`src/rtl/glue_pkg.sv`:
```
package glue_pkg;
  localparam int LATCH_W = 8;
  localparam int IDX_W   = $clog2(LATCH_W);

  typedef enum logic [IDX_W-1:0] {
    LB_CARD_EN = 3'd0,
    LB_CTL_RST = 3'd1,
    LB_SIDE    = 3'd2,
    LB_BANK    = 3'd3,
    LB_DRV0    = 3'd4
  } latch_bit_e;

  typedef enum logic [IDX_W-1:0] {
    RB_IRQ   = 3'd0,
    RB_DRQ   = 3'd1,
    RB_TURBO = 3'd2,
    RB_NC    = 3'd3
  } read_bit_e;
endpackage

```
`src/rtl/cb_latch.sv`:
```
module cb_latch
  import glue_pkg::*;
#(
  parameter int                ADDR_W   = 16,
  parameter logic [ADDR_W-1:0] WIN_MASK = 16'hFF00,
  parameter logic [ADDR_W-1:0] WIN_BASE = 16'h1100
) (
  input  logic               clk,
  input  logic               rst_n,
  input  logic [ADDR_W-1:0]  cb_addr,
  input  logic               cb_wr_en,
  input  logic               cb_wr_bit,
  output logic               win_hit,
  output logic [IDX_W-1:0]   bit_idx,
  output logic               wr_evt,
  output logic [LATCH_W-1:0] latch_q
);
  assign win_hit = (cb_addr & WIN_MASK) == WIN_BASE;
  assign bit_idx = cb_addr[IDX_W:1];
  assign wr_evt  = cb_wr_en && win_hit;

  always_ff @(posedge clk) begin
    if (!rst_n)      latch_q <= '0;
    else if (wr_evt) latch_q[bit_idx] <= cb_wr_bit;
  end


  latch_store_chk: assert property (@(posedge clk) disable iff (!rst_n)
    (cb_wr_en && win_hit) |=> latch_q[$past(bit_idx)] == $past(cb_wr_bit));

  latch_hold_chk: assert property (@(posedge clk) disable iff (!rst_n)
    !(cb_wr_en && win_hit) |=> $stable(latch_q));
endmodule

```
`src/rtl/cb_readmux.sv`:
```
module cb_readmux
  import glue_pkg::*;
#(
  parameter int NUM_DRIVES = 4
) (
  input  logic                  win_hit,
  input  logic [IDX_W-1:0]      bit_idx,
  input  logic                  ctl_irq,
  input  logic                  ctl_drq,
  input  logic                  turbo_sw,
  input  logic [NUM_DRIVES-1:0] step_sw,
  output logic                  rd_bit
);
  localparam int SW_BASE = LATCH_W - NUM_DRIVES;
  logic [LATCH_W-1:0] rd_vec;

  assign rd_vec[RB_IRQ]   = ctl_irq;
  assign rd_vec[RB_DRQ]   = ctl_drq;
  assign rd_vec[RB_TURBO] = turbo_sw;
  assign rd_vec[RB_NC]    = 1'b0;

  for (genvar g = 0; g < NUM_DRIVES; g++) begin : g_sw
    assign rd_vec[SW_BASE+g] = ~step_sw[NUM_DRIVES-1-g];
  end

  assign rd_bit = win_hit ? rd_vec[bit_idx] : 1'b0;
endmodule

```
`src/rtl/drive_tracker.sv`:
```
module drive_tracker
  import glue_pkg::*;
#(
  parameter int NUM_DRIVES = 4,
  parameter int DRV_BASE   = 4,
  localparam int DRV_W     = $clog2(NUM_DRIVES + 1)
) (
  input  logic                  clk,
  input  logic                  rst_n,
  input  logic                  wr_evt,
  input  logic [IDX_W-1:0]      bit_idx,
  input  logic                  wr_val,
  input  logic [NUM_DRIVES-1:0] drv_bits_q,
  input  logic                  side_q,
  output logic [DRV_W-1:0]      drv_num,
  output logic [NUM_DRIVES-1:0] drv_sel,
  output logic                  side_out
);
  logic [NUM_DRIVES-1:0] drv_bits_nx;
  logic [NUM_DRIVES-1:0] hit_vec;
  logic [DRV_W-1:0]      low_num;
  logic                  drive_wr;
  logic                  side_wr;

  for (genvar g = 0; g < NUM_DRIVES; g++) begin : g_nx
    assign hit_vec[g]     = wr_evt && (bit_idx == IDX_W'(DRV_BASE + g));
    assign drv_bits_nx[g] = hit_vec[g] ? wr_val : drv_bits_q[g];
    assign drv_sel[g]     = drv_num == DRV_W'(g + 1);
  end

  assign drive_wr = |hit_vec;
  assign side_wr  = wr_evt && (bit_idx == LB_SIDE);

  always_comb begin
    low_num = '0;
    for (int i = NUM_DRIVES - 1; i >= 0; i--)
      if (drv_bits_nx[i]) low_num = DRV_W'(i + 1);
  end

  always_ff @(posedge clk) begin
    if (!rst_n) begin
      drv_num  <= '0;
      side_out <= 1'b0;
    end else begin
      if (drive_wr && wr_val) begin
        drv_num  <= low_num;
        side_out <= side_q;
      end else if (drive_wr && !wr_val && drv_bits_nx == '0) begin
        drv_num <= '0;
      end
      if (side_wr && drv_num != '0) side_out <= wr_val;
    end
  end


  no_orphan_sel_chk: assert property (@(posedge clk) disable iff (!rst_n)
    (drv_num != '0) |-> (drv_bits_q != '0));

  drv_quiet_chk: assert property (@(posedge clk) disable iff (!rst_n)
    !wr_evt |=> ($stable(drv_num) && $stable(side_out)));

  drv_range_chk: assert property (@(posedge clk) disable iff (!rst_n)
    drv_num <= DRV_W'(NUM_DRIVES));
endmodule

```
`src/rtl/mem_decode.sv`:
```
module mem_decode #(
  parameter int                ADDR_W      = 16,
  parameter int                RAM_AW      = 11,
  parameter int                ROM_PAGE_AW = 12,
  parameter int                REG_W       = 2,
  parameter logic [ADDR_W-1:0] ROM_BASE    = 16'h4000,
  parameter logic [ADDR_W-1:0] RAM_BASE    = 16'h5000,
  parameter logic [ADDR_W-1:0] CTL_MASK    = 16'hFF01,
  parameter logic [ADDR_W-1:0] CTL_BASE    = 16'h5F01
) (
  input  logic                 clk,
  input  logic                 rst_n,
  input  logic [ADDR_W-1:0]    mem_addr,
  input  logic                 mem_req,
  input  logic                 mem_wr,
  input  logic                 card_en,
  input  logic                 bank,
  output logic                 rom_cs,
  output logic [ROM_PAGE_AW:0] rom_addr,
  output logic                 ram_cs,
  output logic [RAM_AW-1:0]    ram_addr,
  output logic                 ctl_cs,
  output logic [REG_W-1:0]     ctl_reg
);
  localparam logic [ADDR_W-1:0] ROM_MASK = ~ADDR_W'((1 << ROM_PAGE_AW) - 1);
  localparam logic [ADDR_W-1:0] RAM_MASK = ~ADDR_W'((1 << RAM_AW) - 1);

  logic gate;
  assign gate = mem_req && card_en;

  assign rom_cs = gate && !mem_wr && ((mem_addr & ROM_MASK) == ROM_BASE);
  assign ram_cs = gate && ((mem_addr & RAM_MASK) == RAM_BASE);
  assign ctl_cs = gate && ((mem_addr & CTL_MASK) == CTL_BASE);

  assign rom_addr = {bank, mem_addr[ROM_PAGE_AW-1:0]};
  assign ram_addr = mem_addr[RAM_AW-1:0];
  assign ctl_reg  = mem_addr[REG_W:1];


  sel_excl_chk: assert property (@(posedge clk) disable iff (!rst_n)
    $onehot0({rom_cs, ram_cs, ctl_cs}));

  sel_gate_chk: assert property (@(posedge clk) disable iff (!rst_n)
    !(mem_req && card_en) |-> !(rom_cs || ram_cs || ctl_cs));

  rom_nowr_chk: assert property (@(posedge clk) disable iff (!rst_n)
    mem_wr |-> !rom_cs);
endmodule

```
`src/rtl/disk_card_glue.sv`:
```
module disk_card_glue
  import glue_pkg::*;
(
  input  logic        clk,
  input  logic        rst_n,
  input  logic [15:0] cb_addr,
  input  logic        cb_wr_en,
  input  logic        cb_wr_bit,
  output logic        cb_rd_hit,
  output logic        cb_rd_bit,
  input  logic [15:0] mem_addr,
  input  logic        mem_req,
  input  logic        mem_wr,
  output logic        rom_cs,
  output logic [12:0] rom_addr,
  output logic        ram_cs,
  output logic [10:0] ram_addr,
  output logic        ctl_cs,
  output logic [1:0]  ctl_reg,
  input  logic        ctl_irq,
  input  logic        ctl_drq,
  input  logic        turbo_sw,
  input  logic [3:0]  step_sw,
  output logic        card_en,
  output logic        ctl_reset,
  output logic        dden,
  output logic        side_out,
  output logic [3:0]  drv_sel,
  output logic [2:0]  drv_num
);
  localparam int NUM_DRIVES = 4;

  logic               win_hit;
  logic [IDX_W-1:0]   bit_idx;
  logic               wr_evt;
  logic [LATCH_W-1:0] latch_q;

  cb_latch u_latch (
    .clk(clk), .rst_n(rst_n), .cb_addr(cb_addr), .cb_wr_en(cb_wr_en),
    .cb_wr_bit(cb_wr_bit), .win_hit(win_hit), .bit_idx(bit_idx),
    .wr_evt(wr_evt), .latch_q(latch_q)
  );

  cb_readmux #(.NUM_DRIVES(NUM_DRIVES)) u_rdmux (
    .win_hit(win_hit), .bit_idx(bit_idx), .ctl_irq(ctl_irq),
    .ctl_drq(ctl_drq), .turbo_sw(turbo_sw), .step_sw(step_sw),
    .rd_bit(cb_rd_bit)
  );

  drive_tracker #(.NUM_DRIVES(NUM_DRIVES), .DRV_BASE(LB_DRV0)) u_track (
    .clk(clk), .rst_n(rst_n), .wr_evt(wr_evt), .bit_idx(bit_idx),
    .wr_val(cb_wr_bit), .drv_bits_q(latch_q[LB_DRV0 +: NUM_DRIVES]),
    .side_q(latch_q[LB_SIDE]), .drv_num(drv_num), .drv_sel(drv_sel),
    .side_out(side_out)
  );

  mem_decode u_dec (
    .clk(clk), .rst_n(rst_n), .mem_addr(mem_addr), .mem_req(mem_req),
    .mem_wr(mem_wr), .card_en(card_en), .bank(latch_q[LB_BANK]),
    .rom_cs(rom_cs), .rom_addr(rom_addr), .ram_cs(ram_cs),
    .ram_addr(ram_addr), .ctl_cs(ctl_cs), .ctl_reg(ctl_reg)
  );

  assign cb_rd_hit = win_hit;
  assign card_en   = latch_q[LB_CARD_EN];
  assign ctl_reset = latch_q[LB_CTL_RST];
  assign dden      = latch_q[LB_BANK];


  reset_clear_chk: assert property (@(posedge clk)
    !rst_n |=> (latch_q == '0 && drv_num == '0 && !side_out));
endmodule

```
`config.mk`:
```
export PLATFORM = sky130hd
export DESIGN_NAME = disk_card_glue
export DESIGN_NICKNAME = d
export VERILOG_FILES = /design/src/rtl/glue_pkg.sv /design/src/rtl/cb_latch.sv /design/src/rtl/cb_readmux.sv /design/src/rtl/drive_tracker.sv /design/src/rtl/mem_decode.sv /design/src/rtl/disk_card_glue.sv
export SDC_FILE = /design/constraint.sdc
export NUM_CORES = 1
export LEC_CHECK = 0
export CAP_MARGIN = 20
export CORE_AREA = 4 4 60 62
export CTS_CLUSTER_SIZE = 20
export DETAILED_ROUTE_END_ITERATION = 16
export DIE_AREA = 0 0 64 66
export GPL_TIMING_DRIVEN = 0
export PLACE_DENSITY = 0.79
export SLEW_MARGIN = 20
export SYNTH_ARGS = -nofsm -noshare
export SYNTH_HDL_FRONTEND = slang
export SYNTH_SLANG_ARGS = --single-unit
export TNS_END_PERCENT = 5
```
`constraint.sdc`:
```
create_clock -name clk -period 4.1 [get_ports clk]
set_input_delay 0.82 -clock clk [delete_from_list [all_inputs] [get_ports clk]]
set_output_delay 0.82 -clock clk [all_outputs]
set_load 0.02 [all_outputs]
```
Yosys cells after proc, flatten, opt, wreduce, memory -nomap -nowiden
Cells that the tools add are included.
Word-level totals
  register bits: 12
  latch bits: 0
  memory bits (writable): 0
  memory bits (read-only): 0
  input port bits: 45
  output and inout port bits: 42
  word-level logic and storage cells: 63
  memories kept: 0
Cells by class
  add/sub/neg operators: 0
  multiply operators: 0
  div/mod/pow operators: 0
  $lt $le $gt $ge: 2
  equality and inequality tests: 13
  shift operators: 0
  multiplexer cells: 18
  bitwise gates (word level): 4
  reduce and logical (&&, ||, !) cells: 23
Operator list (count)
  3-bit 2-to-1 mux: 6
  1-bit logical AND: 16
  3-bit equality test (second input constant): 5
  3-bit by 2-bit equality test with 1-bit output (second input constant): 3
  9-bit by 8-bit equality test with 1-bit output (second input constant): 1
  1-bit 2-to-1 mux: 9
  8-bit bitwise mux: 1
  8-bit by 5-bit equality test with 1-bit output (second input constant): 1
  5-bit by 4-bit equality test with 1-bit output (second input constant): 1
  4-bit by 3-bit equality test with 1-bit output (second input constant): 1
  4-bit zero test: 1
  3-bit by 4-bit less-than comparator with 1-bit output (second input constant): 1
  1-bit inverter: 4
  2-bit nonzero test: 2
  4-bit OR reduction: 1
  1-bit binary-select mux with 3-bit select: 1
  1-bit demux with 3-bit select: 1
  3-bit by 1-bit equality test with 1-bit output (second input constant): 1
  3-bit by 1-bit greater-or-equal comparator with 1-bit output (second input constant): 1
  3-bit nonzero test: 1
  1-bit zero test: 2

Depth between registers and ports, before layout
  word-level depth: 9
  mapped depth: 6
  gate-level depth less buffers: 5

Cells and area by module
Synthesis repeated with hierarchy kept, for this count alone.
Second synthesis, totals
  cell total of the unflattened synthesis: 131
  area total of the unflattened synthesis: 1097.3 um^2
By module, submodules not included
  cb_latch: times used 1, cells each 51, area an instance 454.2 um^2, sequential area each 160.2 um^2
  drive_tracker: times used 1, cells each 41, area an instance 342.8 um^2, sequential area each 80.1 um^2
  mem_decode: times used 1, cells each 33, area an instance 241.5 um^2, sequential area each 0.0 um^2
  cb_readmux: times used 1, cells each 6, area an instance 58.8 um^2, sequential area each 0.0 um^2

Worst setup path before layout
OpenSTA, ideal clock, no wires.
  path kind: in2out
  from: input port cb_addr[9]
  to: output port cb_rd_bit
  arrival: 1.961 ns
  data required time: 3.280 ns
  path slack: 1.319 ns
  stages: 4
  path buffers: 1
  path through: nor4b_4 > and2_1 > clkbuf_1 > o211a_1
On the way
  cells in the longest elaborated chain, start to end: 2
RTL lines
  from (decl): line disk_card_glue.sv:6  | input logic [15:0] cb_addr,
  8-bit by 5-bit equality test with 1-bit output: line cb_latch.sv:18  | assign win_hit = (cb_addr & WIN_MASK) == WIN_BASE;
  via cb_rd_hit: line disk_card_glue.sv:9  | output logic cb_rd_hit,
  1-bit 2-to-1 mux: line cb_readmux.sv:26  | assign rd_bit = win_hit ? rd_vec[bit_idx] : 1'b0;
  to (decl): line disk_card_glue.sv:10  | output logic cb_rd_bit,
The timed path passes the listed nets, and every way through them passes these cells.

Worst setup path after layout
  from: input port cb_addr[9]
  to: output port cb_rd_bit
On the way
  cells in the longest elaborated chain, start to end: 2
RTL lines (line)
  8-bit by 5-bit equality test with 1-bit output: cb_latch.sv:18
  1-bit 2-to-1 mux: cb_readmux.sv:26
No other way between the ends.

==> impl_metrics.py <==
metrics = {
    "run_status": {
        "status": "finished clean",
    },
    "hold_path": {
        "hp-class": "reg -> reg",
    },
    "clock_network": {
        "cts_buffers": 3,
        "clock-sinks": 12,
        "cts_tree": "done",
        "post_cts_resized": 0,
        "cts_setup_buffers": 0,
        "cts_hold_buf": 0,
        "clock_path_buffers": 2,
        "clock_latency_ns": 0.26,
        "root_buffer": "clkbuf_4",
        "htreeDepth": 1,
        "clkSlewWorstSetupHoldPaths_ns": 0.06,
    },
    "layout": {
        "seqCellArea_sq_um": 240,
        "antennaDiodeCount": 0,
        "fill_cells": 260,
        "drive_above_1_share": 0.206,
        "final_nets": 241,
        "multi_input_area_sq_um": 553,
        "syn2layout_area_growth_pct": 79.9,
        "fin_area_sq_um": 1820,
    },
    "global_route": {
        "grt_max_degree": 11,
        "grt.busiest_layer": "met2",
        "gr-usage-met3": 0.0476,
        "grt_pass1_vias": 1101,
        "antenna_found_initial": 0,
        "grt_pass1_wl_microns": 5290,
        "grt_use_total": 0.153,
        "met2_usage": 0.312,
        "gr-total-overflow": 0,
        "grt_use_met1": 0.161,
    },
    "synthesis": {
        "yosys-top-cells-area": "dfxtp_1, buf_4, nor4b_4",
        "ys_types": 35,
        "syn_inst": 118,
        "synth_top_area_share": 0.237,
        "syn_area_sq_um": 1010,
        "async_flop_share": 0,
        "synth.net_count": 163,
        "yosysMostFrequentCell": "buf_4",
        "synth_top_flop_cell": "dfxtp_1",
        "yosys_warnings": 0,
        "syn_avg_cell_area_sq_um": 8.58,
        "ys_seq_area_frac": 0.237,
        "yosysTopAreaCell": "dfxtp_1",
        "synthTopCellsByCount": "buf_4, dfxtp_1, nand2_1, nor2_1",
        "ys_seq_elements": 12,
        "synth_edf_count": 0,
    },
    "sta": {
        "setup_tns_ns": 0,
        "period_needed_ns": 3.70,
        "fmax_mhz": 270,
        "min_period_over_period": 0.902,
        "clock_skew_ns": 0.00150,
        "slew_viol_final": 0,
        "setup_viol": 0,
        "tightest_slew_ns": 0.541,
        "timing.slew.headroom": 0.639,
        "rsz0062_at_grt": "no",
        "hold_viol_final": 0,
    },
    "worst_setup_path": {
        "arrival_ns": 2.88,
        "cp_cell_sequence": "clkdlybuf4s50_1 > nor4b_4 > and2_1 > clkbuf_1 > o211a_1 > clkdlybuf4s50_1",
        "start_kind": "primary input",
        "crit_top_cell": "clkdlybuf4s50_1",
        "setup.worst_path.end_class": "output pin",
        "critical_path_class": "in -> out",
        "worstPathMaxFanout": 7,
        "crit_required_ns": 3.28,
        "max_stage_delay_ns": 0.60,
        "critPathSlowestCell": "clkdlybuf4s50_1",
    },
    "power": {
        "clkPwrFrac": 0.225,
        "power_density_nw_per_um2": 164,
        "power.leakage_nw": 0.728,
        "power_switching_uw": 78.3,
        "power.total_uw": 299,
        "p_int_uw": 221,
        "p_comb_frac": 0.385,
        "vdd_drop_max_mv": 0.192,
        "power_frac_seq": 0.390,
        "p_sw_frac": 0.262,
    },
    "floorplanning": {
        "ioPinCount": 87,
        "chipWidth_microns": 64,
        "die_h_microns": 66,
        "fp.coreArea_sq_um": 3030,
        "dieArea_sq_um": 4220,
        "initial_core_util": 0.334,
        "row_count": 20,
    },
    "route": {
        "drtPass1Iterations": 4,
        "routed_wl_microns": 3080,
        "vias": 1084,
        "vias_per_cell": 4.55,
        "drtAntennaViolNets": 0,
        "drtIter0Drc": 22,
        "routedWlPerCell_microns": 13.0,
        "drt_drc_violations_left": 0,
    },
    "place": {
        "dpl_cell_area_sq_um": 1800,
        "io_buffers": 73,
        "place_congestion": 0.778,
        "hpwl_microns": 2730,
    },
    "flow_run": {
        "cap_violations": 0,
    },
}
-- power groups by stage --
| stage | registers [mW] | logic (mW) | clock network [mW] |
|---|---|---|---|
| after floorplan | 0.119 | 0.0525 | 0 |
| after global placement | 0.119 | 0.113 | 0 |
| after detailed placement | 0.119 | 0.116 | 0 |
| after CTS | 0.116 | 0.116 | 0.0700 |
| after global routing | 0.116 | 0.122 | 0.0780 |
| final | 0.117 | 0.115 | 0.0673 |
-- state kept, by name (all words and copies together) (netlist names) --
signal	flops
u_latch.latch_q	8
u_track.side_out	1
u_track.drv_num	3
-- path summary, 6_finish.rpt --
path                            depth (start not counted)                from  slack (ns)                  to
worst max-delay path                                    6          cb_addr[9]        0.40           cb_rd_bit
worst max register to register                          4  u_latch.latch_q[4]        2.68  u_track.drv_num[0]
worst min-delay path                                    2  u_latch.latch_q[4]        0.48  u_latch.latch_q[4]
worst min register to register                          2  u_latch.latch_q[4]        0.48  u_latch.latch_q[4]
-- stage by stage --
stage / instances / hold slack (ns) / utilization / setup WS [ns]
2_1_floorplan: 118 / 0.446 / - / 1.32
3_3_place_gp: 235 / 0.458 / 0.594 / 0.409
3_5_place_dp: 235 / 0.469 / 0.594 / 0.393
4_1_cts: 238 / 0.479 / 0.601 / 0.392
5_1_grt: 238 / 0.509 / 0.601 / 0.271
6_report: 238 / 0.475 / 0.601 / 0.400
-- metal layers --
metal  part of all wire  vias to the layer above  wire length (microns)
li1                   -                      552                      -
met4                  0                        0                      0
met3              0.078                        0                    240
met1               0.37                      490                   1130
met2               0.56                       42                   1710
met5                  0                        -                      0
-- logic make-up (layout without fill, tap and decap cells) --
| logic type | Yosys count | in the layout | share of synthesized area |
|---|---|---|---|
| AOI/OAI and AO/OA | 15 | 15 | 0.125 |
| buffers and inverters | 32 | 108 | 0.216 |
| DFF | 12 | 12 | 0.237 |
| muxes | 9 | 9 | 0.111 |
| and+or+nand+nor | 50 | 50 | 0.310 |
-- placed cells by master (no fill, tap or decap), types with 3 or more instances in the layout --
cell             synthesis  routed
nand3_1                  6       6
buf_4                   26      26
nor3_1                   4       4
and2_1                   6       6
inv_1                    3       3
clkdlybuf4s50_1          0      73
nor3b_1                  3       3
nor2_1                   7       7
nand4_1                  4       4
dfxtp_1                 12      12
nor2b_1                  6       6
nand2_1                  7       7
clkbuf_4                 0       3
mux2i_1                  4       4
-- area by class of cell --
cell class,instances,area share
Buffer,29,0.114
Clock buffer,3,0.0124
Inverter,3,0.00619
Multi-Input combinational cell,74,0.304
Sequential cell,12,0.132
Tap cell,44,0.0302
Timing Repair Buffer,73,0.401
-- critical path, delay by kind of cell --
family | cells | cell delay, ns
simple gates | 2 | 0.65
compound gates | 1 | 0.18
buf+inv | 3 | 1.23
(Power assumes the default switching activity.)
